$ cat config.mk
export PLATFORM = sky130hd
export DESIGN_NAME = irq_agg
export DESIGN_NICKNAME = d
export VERILOG_FILES = /design/src/rtl/irq_agg_pkg.sv /design/src/rtl/irq_agg_sync.sv /design/src/rtl/irq_agg_status.sv /design/src/rtl/irq_agg_host.sv /design/src/rtl/irq_agg.sv
export SDC_FILE = /design/constraint.sdc
export NUM_CORES = 1
export LEC_CHECK = 0
export BUFFER_PORTS_ARGS = -buffer_cell sky130_fd_sc_hd__buf_2
export CORE_MARGIN = 5
export CORE_UTILIZATION = 40
export DETAILED_ROUTE_END_ITERATION = 6
export PLACE_DENSITY_LB_ADDON = 0.1
export SYNTH_ARGS = -nofsm -noshare
export SYNTH_HDL_FRONTEND = slang
export SYNTH_HIERARCHICAL = 1
export SYNTH_SLANG_ARGS = --single-unit
$ cat constraint.sdc
create_clock -name clk -period 2.3 [get_ports clk]
set_input_delay 0.23 -clock clk [delete_from_list [all_inputs] [get_ports clk]]
set_output_delay 0.23 -clock clk [all_outputs]
set_load 0.01 [all_outputs]
$ cat src/rtl/irq_agg_pkg.sv
package irq_agg_pkg;

    localparam int REG_W   = 8;
    localparam int ADDR_W  = 8;
    localparam int SUM_BIT = 0;
    localparam int EXT_BIT = 5;

    localparam logic [ADDR_W-1:0] ADDR_ENABLE = 8'hC6;
    localparam logic [ADDR_W-1:0] ADDR_STATUS = 8'hC7;
    localparam logic [ADDR_W-1:0] ADDR_LEVEL  = 8'hC8;

    // bits that internal pulse sources may set: all but summary and external
    localparam logic [REG_W-1:0] INT_SRC_MASK =
        ~((REG_W'(1) << SUM_BIT) | (REG_W'(1) << EXT_BIT));

    typedef enum logic [1:0] {
        SEL_NONE,
        SEL_ENABLE,
        SEL_STATUS,
        SEL_LEVEL
    } reg_sel_e;

    typedef struct packed {
        logic            rd;
        logic            wr;
        reg_sel_e        sel;
        logic [REG_W-1:0] wdata;
    } host_req_t;

    function automatic reg_sel_e decode_addr(input logic [ADDR_W-1:0] a);
        reg_sel_e s;
        case (a)
            ADDR_ENABLE: s = SEL_ENABLE;
            ADDR_STATUS: s = SEL_STATUS;
            ADDR_LEVEL:  s = SEL_LEVEL;
            default:     s = SEL_NONE;
        endcase
        return s;
    endfunction

    function automatic logic any_enabled(input logic [REG_W-1:0] en,
                                         input logic [REG_W-1:0] st);
        logic hit;
        hit = 1'b0;
        for (int i = 0; i < REG_W; i++) begin
            if (i != SUM_BIT) hit = hit | (en[i] & st[i]);
        end
        return en[SUM_BIT] & hit;
    endfunction

endpackage

$ cat src/rtl/irq_agg_sync.sv
module irq_agg_sync
    import irq_agg_pkg::*;
#(
    parameter int STAGES = 2
) (
    input  logic clk,
    input  logic rst,
    input  logic async_n,
    output logic level,
    output logic fall
);
    localparam int LAST = STAGES - 1;

    logic [STAGES-1:0] chain_q;
    logic              prev_q;

    generate
        if (STAGES == 1) begin : g_single
            always_ff @(posedge clk) begin
                if (rst) chain_q <= 1'b1;
                else     chain_q <= async_n;
            end
        end else begin : g_multi
            always_ff @(posedge clk) begin
                if (rst) chain_q <= '1;
                else     chain_q <= {chain_q[STAGES-2:0], async_n};
            end
        end
    endgenerate

    always_ff @(posedge clk) begin
        if (rst) prev_q <= 1'b1;
        else     prev_q <= chain_q[LAST];
    end

    assign level = chain_q[LAST];
    assign fall  = prev_q & ~chain_q[LAST];

endmodule

$ cat src/rtl/irq_agg_status.sv
module irq_agg_status
    import irq_agg_pkg::*;
(
    input  logic             clk,
    input  logic             rst,
    input  logic [REG_W-1:0] evt_pulse,
    input  logic             ext_fall,
    input  logic             clear,
    output logic [REG_W-1:0] status_q
);
    logic [REG_W-1:0] set_vec;
    logic [REG_W-1:0] status_d;

    always_comb begin
        set_vec          = evt_pulse & INT_SRC_MASK;
        set_vec[EXT_BIT] = ext_fall;
        set_vec[SUM_BIT] = 1'b0;
    end

    // new events are ORed in after the clear so they survive it
    always_comb begin
        status_d = clear ? '0 : status_q;
        status_d = status_d | set_vec;
    end

    always_ff @(posedge clk) begin
        if (rst) status_q <= '0;
        else     status_q <= status_d;
    end

endmodule

$ cat src/rtl/irq_agg_host.sv
module irq_agg_host
    import irq_agg_pkg::*;
(
    input  logic              clk,
    input  logic              rst,
    input  logic [ADDR_W-1:0] host_addr,
    input  logic              host_wr,
    input  logic [REG_W-1:0]  host_wdata,
    input  logic              host_rd,
    input  logic [REG_W-1:0]  status_q,
    input  logic              summary,
    input  logic              ext_level,
    output logic [REG_W-1:0]  en_q,
    output logic              status_clear,
    output logic [REG_W-1:0]  host_rdata
);
    host_req_t req;

    always_comb begin
        req.rd    = host_rd;
        req.wr    = host_wr;
        req.sel   = decode_addr(host_addr);
        req.wdata = host_wdata;
    end

    always_ff @(posedge clk) begin
        if (rst)                                  en_q <= '0;
        else if (req.wr && req.sel == SEL_ENABLE) en_q <= req.wdata;
    end

    assign status_clear = req.rd && (req.sel == SEL_STATUS);

    always_comb begin
        host_rdata = '0;
        if (req.rd) begin
            case (req.sel)
                SEL_ENABLE: host_rdata = en_q;
                SEL_STATUS: begin
                    host_rdata          = status_q;
                    host_rdata[SUM_BIT] = summary;
                end
                SEL_LEVEL:  host_rdata[0] = ext_level;
                default:    host_rdata = '0;
            endcase
        end
    end

endmodule

$ cat src/rtl/irq_agg.sv
module irq_agg
    import irq_agg_pkg::*;
#(
    parameter int SYNC_STAGES = 2
) (
    input  logic              clk,
    input  logic              rst,
    input  logic [ADDR_W-1:0] host_addr,
    input  logic              host_wr,
    input  logic [REG_W-1:0]  host_wdata,
    input  logic              host_rd,
    output logic [REG_W-1:0]  host_rdata,
    input  logic [REG_W-1:0]  evt_pulse,
    input  logic              ext_irq_n,
    output logic              irq_pull
);
    logic             ext_level;
    logic             ext_fall;
    logic             status_clear;
    logic             summary;
    logic [REG_W-1:0] en_q;
    logic [REG_W-1:0] status_q;

    irq_agg_sync #(.STAGES(SYNC_STAGES)) u_sync (
        .clk     (clk),
        .rst     (rst),
        .async_n (ext_irq_n),
        .level   (ext_level),
        .fall    (ext_fall)
    );

    irq_agg_status u_status (
        .clk       (clk),
        .rst       (rst),
        .evt_pulse (evt_pulse),
        .ext_fall  (ext_fall),
        .clear     (status_clear),
        .status_q  (status_q)
    );

    irq_agg_host u_host (
        .clk          (clk),
        .rst          (rst),
        .host_addr    (host_addr),
        .host_wr      (host_wr),
        .host_wdata   (host_wdata),
        .host_rd      (host_rd),
        .status_q     (status_q),
        .summary      (summary),
        .ext_level    (ext_level),
        .en_q         (en_q),
        .status_clear (status_clear),
        .host_rdata   (host_rdata)
    );

    assign summary  = any_enabled(en_q, status_q);
    assign irq_pull = summary;

endmodule

### Word level (Yosys, flattened, before mapping)

Cells that the tools add are included.

| word-level totals | value |
|---|---|
| memories kept | 0 |
| output and inout bits | 9 |
| input bits | 29 |
| bits in latches | 0 |
| word-level logic and storage cells | 34 |
| ROM bits | 0 |
| RAM bits | 0 |
| register bits | 19 |

| operators by class | value |
|---|---|
| bitwise gates (word level) | 17 |
| multiplexer cells | 5 |
| divide/modulo/power cells | 0 |
| shift-type cells | 0 |
| $mul | 0 |
| $lt $le $gt $ge | 0 |
| equal/unequal tests | 6 |
| reduce and logical (&&, ||, !) cells | 2 |
| add/sub/neg operators | 0 |

Operators with widths:

| operator | count |
|---|---|
| 8-bit == test, second input constant | 3 |
| 8-bit two-way mux | 2 |
| 7-bit case mux with 2 select lines | 1 |
| 1-bit bitwise AND | 9 |
| 8-bit bitwise OR | 1 |
| 1-bit bitwise OR | 6 |
| 2-bit case mux with 3 select lines | 1 |
| 2-bit == test, second input constant | 2 |
| 1-bit case mux with 3 select lines | 1 |
| 2-bit by 1-bit == test with 1-bit output, second input constant | 1 |
| 1-bit logical AND | 2 |
| 1-bit inverter | 1 |

### Depth between registers and ports, before layout

Gate-level depths: netlist of run 1.

| logic depth | value |
|---|---|
| depth after elaboration | 10 |
| depth in mapped cells | 7 |
| gate-level depth less buffers | 6 |

### By module

Netlist of run 1, hierarchy kept.

By module, submodules not included:

| module | instances | area an instance (sq um) | sequential area each (sq um) | cells an instance |
|---|---|---|---|---|
| irq_agg_host | 1 | 580.6 | 160.2 | 69 |
| irq_agg_status | 1 | 256.5 | 140.1 | 30 |
| irq_agg_sync | 1 | 85.1 | 60.1 | 7 |
| irq_agg | 1 | 35.0 | 0.0 | 5 |

### Least setup slack after synthesis of run 1

Ideal clock, no wire load.

| timing path | value |
|---|---|
| path kind | in2out |
| from | input port host_addr[0] |
| to | output port host_rdata[0] |
| data required time | 2.070 ns |
| stages | 6 |
| path buffers | 1 |
| data arrival time | 1.809 ns |
| setup slack | 0.261 ns |
| cells stage by stage | or4b_1 -> a21oi_1 -> ha_1 -> clkbuf_1 -> a222oi_1 -> nor3b_1 |

| on the way | value |
|---|---|
| word-level cells in the longest chain between the ends | 5 |
| elaborated cells between the ends (all ways) | 9 |
| those cells by class | eq/ne: 6; mux: 3 |

Ends and longest elaborated chain:

| item | line | source |
|---|---|---|
| start, declared | irq_agg.sv:8 | `input logic [ADDR_W-1:0] host_addr,` |
| 8-bit == test | irq_agg_pkg.sv:32 | `case (a)` |
| 2-bit case mux with 3 select lines (*) | irq_agg_pkg.sv:32 |  |
| 2-bit == test or 2-bit by 1-bit == test with 1-bit output (tied branches) | irq_agg_host.sv:36 | `case (req.sel)` |
| 1-bit case mux with 3 select lines (*) | irq_agg_host.sv:36 |  |
| 8-bit two-way mux (*) | irq_agg_host.sv:35 | `if (req.rd) begin` |
| end, declared | irq_agg.sv:12 | `output logic [REG_W-1:0] host_rdata,` |

Every way passes the cells marked *; elsewhere a longest branch is shown, timed or not.

### Worst setup path in the final report of run 1

| timing path | value |
|---|---|
| from | input port host_addr[0] |
| to | output port host_rdata[2] |

| on the way | value |
|---|---|
| word-level cells in the longest chain between the ends | 5 |
| elaborated cells between the ends (all ways) | 8 |
| those cells by class | eq/ne: 5; mux: 3 |

Ends and longest elaborated chain:

| item | line |
|---|---|
| 8-bit == test | irq_agg_pkg.sv:32 |
| 2-bit case mux with 3 select lines (*) | irq_agg_pkg.sv:32 |
| 2-bit == test or 2-bit by 1-bit == test with 1-bit output (tied branches) | irq_agg_host.sv:36 |
| 7-bit case mux with 2 select lines (*) | irq_agg_host.sv:36 |
| 8-bit two-way mux (*) | irq_agg_host.sv:35 |

Marks and branches as above.

==> results.cfg, run 1 <==
[clocking]
cts_tree = built
post_cts_buffers = 0
htreeDepth = 1
clock_latency_ns = 0.28
clk_path_buf_depth = 2
cts_buffers = 3
cts.sinks = 18
clk_pin_slew_ns = 0.10
cts_root_buf = clkbuf_4
post_cts_resized = 0
cts_hold_buf = 0

[min_path]
hold_class = in -> reg

[routing]
drt-wirelength-per-cell_um = 13.8
drc = 0
vias = 928
drt_pre_antenna_iters = 5
drt-total-wl_um = 2370
vias_per_cell = 5.40
ant_nets = 0
drtIter0Drc = 34

[setup_path]
cp_num_buf_inv = 2
cp-end-kind = primary output
critical_path_class = in -> out
critPathLaunchType = input port
critical_path.max_stage_delay_ns = 0.58
cp_common_cell = buf_2
cpMaxStageDelayCell = or4b_1
required_ns = 2.07
cp_top_family = simple AND/OR/NAND/NOR gates
path_cells = buf_2 -> or4b_1 -> a21o_1 -> ha_1 -> nand2b_1 -> nor2_1 -> buf_2
crit_arrival_ns = 2.01
path_max_fanout = 7

[finish]
layout-drive-gt1-share = 0.354
multi_input_area_um2 = 543
antenna_cells = 0
fill_cells = 226
finalCoreUtilization = 0.535
seq_area_um2 = 360
stdcell_count = 172
layout.nets = 178
synthToLayoutAreaGrowth_pct = 26.3

[floorplanning]
core-area_um2 = 2230
dieArea_um2 = 3440
initial_core_util = 0.424
die_x_um = 58.6
rows = 17
io_pins = 38
die_y_um = 58.6

[synthesis]
synth_area_um2 = 946
synthesis.nets = 142
ys_warn_count = 6
synthCells = 109
syn_avg_cell_area_um2 = 8.68

[placed_design]
dp_slack_ns = 0.0299
dp_hpwl_um = 1810
gp_congestion = 0.795
placed_cells = 168
portBuffers = 35

[sta]
rsz0062_at_grt = no
period_share = 0.975
finalHoldViolCount = 0
timing.setup.tns_ns = 0
worst_pin_slew_ns = 0.359
fin_skew_ns = 0.000791
fmax_mhz = 446
slew_headroom = 0.759
slew_violations = 0
setup_viol = 0
fin_crit_ns = 2.24
fin_ws_ns = 0.0564

[global_routing]
overflow = 0
grt_pass1_wl_um = 3690
grt_max_degree = 19
track_usage = 0.139
grt_pass1_vias = 852
antenna_found_initial = 0

[power_and_ir_drop]
power_uw = 575
pwr_density_cell_nw_per_um2 = 482
leakagePower_nw = 0.500
ir_worst_vdd_mv = 0.419

[flow_run]
cap_viol_max_count = 0

[outcome]
status = complete, no violations
-- power by group --
group / switching (mW) / internal (mW) / total [mW]
Combinational: 0.0266 / 0.0267 / 0.0533
Sequential: 0.00795 / 0.322 / 0.330
Clock: 0.0955 / 0.0964 / 0.192
Total: 0.130 / 0.446 / 0.575
-- sequential cells by signal, summed over array words and instances (netlist names) --
register,cells
u_host/en_q,8
u_sync/prev_q,1
u_status/status_q,7
u_sync/chain_q,2
-- cells in the final DEF, fill, tap and decap left out, types with 3 or more instances in the layout --
cell      count
a21bo_2       8
a21oi_1      16
a22oi_1       9
buf_2        35
clkbuf_4      3
dfxtp_1      18
ha_1          3
inv_1         8
nand2b_1      8
nand3_1       8
nor2_1        7
or2_1         3
-- routing by layer --
| metal | global-route usage | vias to the layer above | routed length (um) | part of all wire |
|---|---|---|---|---|
| met4 | 0.0583 | 0 | 34 | 0.014 |
| met1 | 0.159 | 418 | 980 | 0.41 |
| li1 | - | 461 | - | - |
| met5 | 0 | - | 0 | 0 |
| met3 | 0.0461 | 5 | 267 | 0.11 |
| met2 | 0.238 | 44 | 1090 | 0.46 |
-- final cells by class --
cell class                 count  share of cell area
multi-input combinational     77               0.454
clock buffer                   4              0.0304
inverter                       8              0.0251
sequential                    18               0.302
timing repair buffer          37               0.159
tap                           28              0.0293
-- worst paths after layout --
| kind | cells past startpoint | start | to | slack [ns] |
|---|---|---|---|---|
| max | 7 | host_addr[0] | host_rdata[2] | 0.06 |
| min | 2 | ext_irq_n | u_sync/chain_q[0] | 0.12 |
| max reg2reg | 2 | u_host/en_q[5] | u_host/en_q[5] | 1.48 |
| min reg2reg | 1 | u_sync/chain_q[0] | u_sync/chain_q[1] | 0.42 |
-- through the flow --
| stage | cell area (um2) | hold WS, ns |
|---|---|---|
| final | 1190 | 0.117 |
| after global routing | 1190 | 0.113 |
| after CTS | 1180 | 0.107 |
| after detailed placement | 1150 | 0.399 |
| after global placement | 1150 | 0.401 |
| after floorplan | 946 | 0.299 |
Power figures use the tool's default switching activity.
==> run 2, diff against run 1 <==
==> constraint.sdc (replaced) <==
create_clock -name clk -period 2.3 [get_ports clk]
set_input_delay 0.575 -clock clk [delete_from_list [all_inputs] [get_ports clk]]
set_output_delay 0.575 -clock clk [all_outputs]
set_load 0.01 [all_outputs]
==> run 2 against run 1 <==
The flow now finishes with violations (negative setup slack). Clock power hardly changed. Design area up 19%. Hold slack better by 0.30 ns. Clock skew barely moved. Critical path type unchanged. Critical endpoint is now host_rdata[0].
==> results.cfg, run 2 (same netlist as run 1, synthesis figures left out) <==
[setup_path]
cpMaxStageDelayCell = or3b_4
endpoint = host_rdata[0]
path_cells = buf_8 -> or3b_4 -> a211o_4 -> ha_4 -> a222oi_1 -> nor3b_2 -> buf_2
cp_num_buf_inv = 2
rr_startpoint = u_host/en_q[0]
path_max_fanout = 3
critPathLaunch = host_addr[2]
cp-end-kind = primary output
r2r_cells = 2
critical_path.max_stage_delay_ns = 0.41
required_ns = 1.73
regToRegSetupSlack_ns = 1.48
reg2reg_to = u_host/en_q[0]
crit_arrival_ns = 2.17
critical_path_class = in -> out
cp.depth = 7
critPathLaunchType = input port
cp_top_family = compound AO/OA/AOI/OAI gates

[routing]
ant_nets = 0
drt-wirelength-per-cell_um = 13.7
drt_pre_antenna_iters = 4
drc = 0
drtIter0Drc = 26
vias_per_cell = 5.20
vias = 941
drt-total-wl_um = 2490

[floorplanning]
rows = 17
die_x_um = 58.6
core-area_um2 = 2230
dieArea_um2 = 3440
initial_core_util = 0.424
die_y_um = 58.6
io_pins = 38

[finish]
synthToLayoutAreaGrowth_pct = 50.7
layout_commonest_cell = buf_2
layout-drive-gt1-share = 0.529
fill_cells = 195
largest_reg_flops = 8
antenna_cells = 0
stdcell_count = 181
layout.nets = 187
top_regs = u_host/en_q (8), u_status/status_q (7), u_sync/chain_q (2)
regMostFlops = u_host/en_q
final_cell_mix = buf_2 (30), dfxtp_1 (18), a21oi_1 (15), buf_4 (9)

[sta]
fin_crit_ns = 2.74
slew_violations = 0
period_share = 1.19
fin_skew_ns = 0.000585
rsz0062_at_grt = yes
slew_headroom = 0.761
fin_ws_ns = -0.440
fmax_mhz = 365
finalHoldViolCount = 0
worst_pin_slew_ns = 0.359
setup_viol = 8

[placed_design]
gp_congestion = 0.807
placed_cells = 172
dp_hpwl_um = 1760
dp_slack_ns = -0.536
portBuffers = 35

[global_routing]
grt_max_degree = 19
overflow = 0
track_usage = 0.149
grt_pass1_vias = 969
antenna_found_initial = 0
grt_pass1_wl_um = 4010

[outcome]
violations = negative setup slack
status = finished with violations

[clocking]
clk_path_buf_depth = 2
clock_latency_ns = 0.29
cts_tree = built
cts.sinks = 18
cts_hold_buf = 0
cts_root_buf = clkbuf_4
clk_pin_slew_ns = 0.10
cts_buffers = 3
htreeDepth = 1

[power_and_ir_drop]
leakagePower_nw = 0.572
pwr-share-comb = 0.119
pwr_density_cell_nw_per_um2 = 417
clkPwrFrac = 0.322
power_switching_uw = 136
seqPwrFrac = 0.559
intPower_uw = 458
switching_share = 0.229
ir_worst_vdd_mv = 0.329

[flow_run]
cap_viol_max_count = 0

[min_path]
hold_class = reg -> reg
## run 2: timing repair
item,CTS,global route
setup endpoints to repair,8,8
gates cloned,0,0
buffers inserted,2,3
pin swaps,6,10
gates resized for setup,18,8
## run 2: layer usage
metal	global-route usage	up-vias	wire length (um)
met3	0.0417	5	150
met2	0.258	27	1260
met1	0.168	434	1030
li1	-	475	-
met5	0	-	0
met4	0.0712	0	42
## run 2: area by class of cell
type | instances | area [um2] | area share
Tap cell | 28 | 35.0 | 0.0246
Timing Repair Buffer | 46 | 300 | 0.211
Sequential cell | 18 | 360 | 0.253
Inverter | 8 | 30.0 | 0.0211
Multi-Input combinational cell | 77 | 663 | 0.465
Clock buffer | 4 | 36.3 | 0.0255
## run 2: power groups by stage
stage | Sequential, mW | Combinational (mW) | Clock [mW]
2_1_floorplan | 0.335 | 0.0255 | 0
3_3_place_gp | 0.337 | 0.0546 | 0
3_5_place_dp | 0.338 | 0.0571 | 0
4_1_cts | 0.332 | 0.0656 | 0.200
5_1_grt | 0.333 | 0.0788 | 0.214
6_report | 0.332 | 0.0708 | 0.191
## run 2: stage by stage
step                total power, mW  TNS (ns)  hold WS, ns   util  instance area, um2
finish                        0.594     -3.12        0.420  0.638                1430
global route                  0.626     -3.41        0.439  0.638                1430
CTS                           0.598     -3.27        0.423  0.610                1360
detailed placement            0.395     -4.38        0.397  0.541                1210
global placement              0.392     -3.90        0.395  0.541                1210
floorplan                     0.361     -1.96        0.385      -                 992
## run 2: how the worst min path moves through the flow
stage                                 start           endpoint  slack (ns)  cells past startpoint
after floorplan           u_sync/chain_q[0]  u_sync/chain_q[1]        0.39                      1
after global placement    u_sync/chain_q[0]  u_sync/chain_q[1]        0.40                      1
after detailed placement  u_sync/chain_q[0]  u_sync/chain_q[1]        0.40                      1
after CTS                 u_sync/chain_q[0]  u_sync/chain_q[1]        0.42                      1
after global routing      u_sync/chain_q[0]  u_sync/chain_q[1]        0.44                      1
final                     u_sync/chain_q[0]  u_sync/chain_q[1]        0.42                      1
## run 2: worst register-to-register path: cells and delay by family, from the launching register on
family          cells  cell delay [ns]
compound gates      2             0.37
flops               1             0.38
